--- src/rtl/mcc_pkg.sv ---
package mcc_pkg;
  localparam int OP_W = 6;
  localparam int ST_W = 4;

  localparam logic [OP_W-1:0] OPC_RR    = 6'b000000;
  localparam logic [OP_W-1:0] OPC_LOAD  = 6'b100011;
  localparam logic [OP_W-1:0] OPC_STORE = 6'b101011;
  localparam logic [OP_W-1:0] OPC_BEQ   = 6'b000100;
  localparam logic [OP_W-1:0] OPC_JMP   = 6'b000010;

  typedef enum logic [ST_W-1:0] {
    ST_FETCH  = 4'd0,
    ST_DECODE = 4'd1,
    ST_ADDR   = 4'd2,
    ST_RD     = 4'd3,
    ST_RD_WB  = 4'd4,
    ST_WR     = 4'd5,
    ST_EXEC   = 4'd6,
    ST_RR_WB  = 4'd7,
    ST_BR     = 4'd8,
    ST_JMP    = 4'd9
  } mcc_state_e;

  typedef struct packed {
    logic       pc_wr;
    logic       pc_wr_cond;
    logic       addr_sel;
    logic       mem_rd;
    logic       mem_wr;
    logic       wb_sel;
    logic       ir_wr;
    logic [1:0] pc_src;
    logic [1:0] alu_op;
    logic       alu_a_sel;
    logic [1:0] alu_b_sel;
    logic       rf_wr;
    logic       rf_dst;
  } mcc_ctrl_t;
endpackage

--- src/rtl/mcc_next_state.sv ---
module mcc_next_state
  import mcc_pkg::*;
#(
  parameter int OPC_W = OP_W
) (
  input  mcc_state_e       state_i,
  input  logic [OPC_W-1:0] op_i,
  output mcc_state_e       next_o
);
  always_comb begin
    next_o = ST_FETCH;
    unique case (state_i)
      ST_FETCH:  next_o = ST_DECODE;
      ST_DECODE: begin
        if (op_i == OPC_LOAD || op_i == OPC_STORE) next_o = ST_ADDR;
        else if (op_i == OPC_RR)                   next_o = ST_EXEC;
        else if (op_i == OPC_BEQ)                  next_o = ST_BR;
        else if (op_i == OPC_JMP)                  next_o = ST_JMP;
        else                                       next_o = ST_FETCH;
      end
      // only load/store reach here; anything but load is treated as store
      ST_ADDR:   next_o = (op_i == OPC_LOAD) ? ST_RD : ST_WR;
      ST_RD:     next_o = ST_RD_WB;
      ST_EXEC:   next_o = ST_RR_WB;
      default:   next_o = ST_FETCH;
    endcase
  end
endmodule

--- src/rtl/mcc_out_decode.sv ---
module mcc_out_decode
  import mcc_pkg::*;
(
  input  mcc_state_e state_i,
  output mcc_ctrl_t  ctrl_o
);
  always_comb begin
    ctrl_o = '0;  // all don't-cares forced low
    unique case (state_i)
      ST_FETCH: begin
        ctrl_o.pc_wr     = 1'b1;
        ctrl_o.ir_wr     = 1'b1;
        ctrl_o.mem_rd    = 1'b1;
        ctrl_o.alu_b_sel = 2'b01;
      end
      ST_DECODE: ctrl_o.alu_b_sel = 2'b11;
      ST_ADDR: begin
        ctrl_o.alu_a_sel = 1'b1;
        ctrl_o.alu_b_sel = 2'b10;
      end
      ST_RD: begin
        ctrl_o.mem_rd   = 1'b1;
        ctrl_o.addr_sel = 1'b1;
      end
      ST_RD_WB: begin
        ctrl_o.rf_wr  = 1'b1;
        ctrl_o.wb_sel = 1'b1;
      end
      ST_WR: begin
        ctrl_o.mem_wr   = 1'b1;
        ctrl_o.addr_sel = 1'b1;
      end
      ST_EXEC: begin
        ctrl_o.alu_a_sel = 1'b1;
        ctrl_o.alu_op    = 2'b10;
      end
      ST_RR_WB: begin
        ctrl_o.rf_wr  = 1'b1;
        ctrl_o.rf_dst = 1'b1;
      end
      ST_BR: begin
        ctrl_o.alu_a_sel  = 1'b1;
        ctrl_o.alu_op     = 2'b01;
        ctrl_o.pc_wr_cond = 1'b1;
        ctrl_o.pc_src     = 2'b01;
      end
      ST_JMP: begin
        ctrl_o.pc_wr  = 1'b1;
        ctrl_o.pc_src = 2'b10;
      end
      default: ctrl_o = '0;
    endcase
  end
endmodule

--- src/rtl/mcc_ctrl.sv ---
module mcc_ctrl
  import mcc_pkg::*;
#(
  parameter int OPC_W = OP_W,
  parameter int STW   = ST_W
) (
  input  logic             clk_i,
  input  logic             rst_ni,
  input  logic [OPC_W-1:0] op_i,
  output logic             pc_wr_o,
  output logic             pc_wr_cond_o,
  output logic             addr_sel_o,
  output logic             mem_rd_o,
  output logic             mem_wr_o,
  output logic             wb_sel_o,
  output logic             ir_wr_o,
  output logic [1:0]       pc_src_o,
  output logic [1:0]       alu_op_o,
  output logic             alu_a_sel_o,
  output logic [1:0]       alu_b_sel_o,
  output logic             rf_wr_o,
  output logic             rf_dst_o,
  output logic [STW-1:0]   state_o
);
  mcc_state_e state_q, state_d;
  mcc_ctrl_t  ctrl;

  mcc_next_state #(.OPC_W(OPC_W)) u_next (
    .state_i(state_q),
    .op_i   (op_i),
    .next_o (state_d)
  );

  mcc_out_decode u_dec (
    .state_i(state_q),
    .ctrl_o (ctrl)
  );

  always_ff @(posedge clk_i or negedge rst_ni) begin
    if (!rst_ni) state_q <= ST_FETCH;
    else         state_q <= state_d;
  end

  assign state_o      = STW'(state_q);
  assign pc_wr_o      = ctrl.pc_wr;
  assign pc_wr_cond_o = ctrl.pc_wr_cond;
  assign addr_sel_o   = ctrl.addr_sel;
  assign mem_rd_o     = ctrl.mem_rd;
  assign mem_wr_o     = ctrl.mem_wr;
  assign wb_sel_o     = ctrl.wb_sel;
  assign ir_wr_o      = ctrl.ir_wr;
  assign pc_src_o     = ctrl.pc_src;
  assign alu_op_o     = ctrl.alu_op;
  assign alu_a_sel_o  = ctrl.alu_a_sel;
  assign alu_b_sel_o  = ctrl.alu_b_sel;
  assign rf_wr_o      = ctrl.rf_wr;
  assign rf_dst_o     = ctrl.rf_dst;
endmodule

--- config.mk ---
export PLATFORM = sky130hd
export DESIGN_NAME = mcc_ctrl
export DESIGN_NICKNAME = d
export VERILOG_FILES = /design/src/rtl/mcc_pkg.sv /design/src/rtl/mcc_next_state.sv /design/src/rtl/mcc_out_decode.sv /design/src/rtl/mcc_ctrl.sv
export SDC_FILE = /design/constraint.sdc
export NUM_CORES = 1
export LEC_CHECK = 0
export BUFFER_PORTS_ARGS = -buffer_cell sky130_fd_sc_hd__buf_2
export CORE_AREA = 2 2 39 41
export DETAILED_ROUTE_END_ITERATION = 16
export DIE_AREA = 0 0 41 43
export PLACE_DENSITY = 0.7
export SKIP_LAST_GASP = 1
export SLEW_MARGIN = 20
export SYNTH_ARGS = -nofsm -noshare
export SYNTH_HDL_FRONTEND = slang
export SYNTH_SLANG_ARGS = --single-unit
--- constraint.sdc ---
create_clock -name clk_i -period 1.1 [get_ports clk_i]
set_input_delay 0 -clock clk_i [delete_from_list [all_inputs] [get_ports clk_i]]
set_output_delay 0 -clock clk_i [all_outputs]
set_load 0.02 [all_outputs]
==> flow_summary.ini <==
[worst_hold_path]
min_path_type = in2reg
min_path_cells = 3

[grt]
grt_antenna_before_repair = 0
grt_pass1_wl_mm = 2.532
overflow = 0
grt_pass1_vias = 619
grt.total_usage = 0.2135
grt_max_degree = 12

[power_and_ir_drop]
p_per_area_mw_per_mm2 = 1481
p_leak_nw = 0.4367
total_power_mw = 1.457
peakVddDrop_mv = 0.9134

[setup_path]
max_stage_delay_ps = 430
path_cells = nor2b_1 > or2_4 > and2_4 > buf_6
criticalPathCategory = reg2out
required_ps = 1100
crit_slowest_cell = dfrtp_2
startpoint_type = flip-flop
crit_path_end_kind = output pin
crit_path_max_fanout = 4
cp_data_arrival_time_ps = 1380
reg2reg_depth = 5

[logic_synthesis]
synth_fp_nets = 65
syn_inst = 57
yosysSeqAreaShare = 0.2346
ys_ff_latch = 4
ys.flop_type = dfrtp_1
synth_cell_types = 30
synth-edff-count = 0
synth_area_um2 = 426.7
ys_warn_count = 0
async_flop_share = 1.000
syn_avg_cell_area_um2 = 7.485

[job]
drv_cap = 0

[drt]
drt_iter0_drc = 3
avgViaCountPerCell = 5.148
route.detailed.drc = 0
dr.pass1.iters = 4
dr_total_vias = 628
drt_wl_total_mm = 1.675
postRouteAntennaNets = 0
wl_per_cell_um = 13.73

[timing]
fmax_mhz = 726.8
finClkSkew_ps = 13.15
rsz0062_at_grt = true
finalCritPeriodShare = 1.251
slew_viol_final = 0
slew_headroom = 0.8355
finalHoldViolations = 0
tightest_slew_ps = 244.9
tns_ps = -3213
min_period_ps = 1376
setup_viol = 20
setup_ws_ps = -276.0

[placed_design]
place_inst = 113
dpl_worst_slack_ps = -107.9
dp_hpwl_mm = 1.104
gp_congestion = 0.8630
io_buffers = 27

[cts]
clk_path_buf_depth = 2
cts.htree.levels = 1
cts.sink_count = 4
clk_latency_ps = 260
cts_tree = done
cts_buffers = 3
cts.reportedPaths.clkPinSlew_ps = 40
cts_root_buf = clkbuf_4

[cells_and_area]
final_core_util = 0.7107
antenna_cells = 0
area_growth_pct = 130.5
largest_register_ffs = 4
post_route_cells_drive_above_1_share = 0.7453
finalNonFillerCells = 122
final_common_cell = buf_4
final_cell_mix = 20 x buf_4, 14 x buf_6, 13 x buf_2
nNetsFinal = 115

[floorplan]
initial_core_util = 0.3083
fp.dieH_um = 43
ios = 28
fp.dieArea_mm2 = 0.001763
core-area_mm2 = 0.001384
dieWidth_um = 41
rows = 14

[run_status]
status = finished with violations
violations = setup timing
## timing repair
item	4_1_cts	5_1_grt
resized for setup	37	10
hold endpoints to repair	5	0
gates cloned	0	0
setup buffers	3	1
setup endpoints to repair	20	20
pin swaps	6	1
hold buffers	2	0
## metrics by stage
stage               instance area (um2)  hold WS [ps]
floorplan                         504.2        -295.6
detailed placement                748.2        -192.7
CTS                               935.9         61.02
global route                      983.4         80.19
global placement                  748.2        -194.6
finish                            983.4         63.89
## power breakdown
part / leakage (nW) / total [mW] / internal, mW / switching (mW)
clock network: 0.0150 / 0.221 / 0.138 / 0.0835
logic: 0.374 / 1.03 / 0.498 / 0.528
registers: 0.0473 / 0.209 / 0.175 / 0.0341
total: 0.437 / 1.46 / 0.811 / 0.646
## layer usage
metal / share of wire / GRT usage / vias up
met1: 0.37 / 0.2110 / 300
met3: 0.032 / 0.03665 / 5
li1: - / - / 301
met5: 0 / 0 / -
met2: 0.58 / 0.3688 / 22
met4: 0.022 / 0.1467 / 0
## cell usage after synthesis (2+ instances only)
cell type / number / area, um2
nor3_1: 9 / 45.04
xnor2_1: 2 / 17.52
nand4b_1: 2 / 17.52
buf_6: 2 / 22.52
nand2_1: 3 / 11.26
nor2_1: 7 / 26.28
dfrtp_1: 4 / 100.1
nand2b_1: 3 / 18.77
nor2b_1: 2 / 12.51
a21oi_1: 2 / 10.01
nand3_1: 2 / 10.01
## final cells by class
type                    count  area, um2
repair buffers             50      412.9
multi-input cells          47      415.4
well taps                  16      20.02
flip-flops and latches      4      105.1
fillers                   106      400.4
clock buffers               4      26.28
inverters                   1      3.754
## logic make-up (layout without fill, tap and decap cells)
group | Yosys count | count (layout) | synth area share
compound gates | 6 | 6 | 0.09973
xor+xnor | 3 | 3 | 0.06159
buf+inv | 6 | 55 | 0.09968
flops | 4 | 4 | 0.2346
mux | 1 | 1 | 0.02639
simple gates | 37 | 37 | 0.4781
## final timing paths
check	start	endpoint	slack (ps)
max in group asynchronous	rst_ni	state_o[3]	880
setup / recovery	state_o[0]	alu_b_sel_o[1]	-280
min in group asynchronous	rst_ni	state_o[2]	70
hold / removal	op_i[2]	state_o[3]	60
setup reg to reg	state_o[1]	state_o[0]	-200
hold reg to reg	state_o[0]	state_o[0]	630
## critical path, delay by kind of cell (launching register included)
kind	cells	cell delay [ps]
DFF	1	430
buffers and inverters	1	120
and+or+nand+nor	3	590
Note: power is estimated with default switching activity, not from simulation.
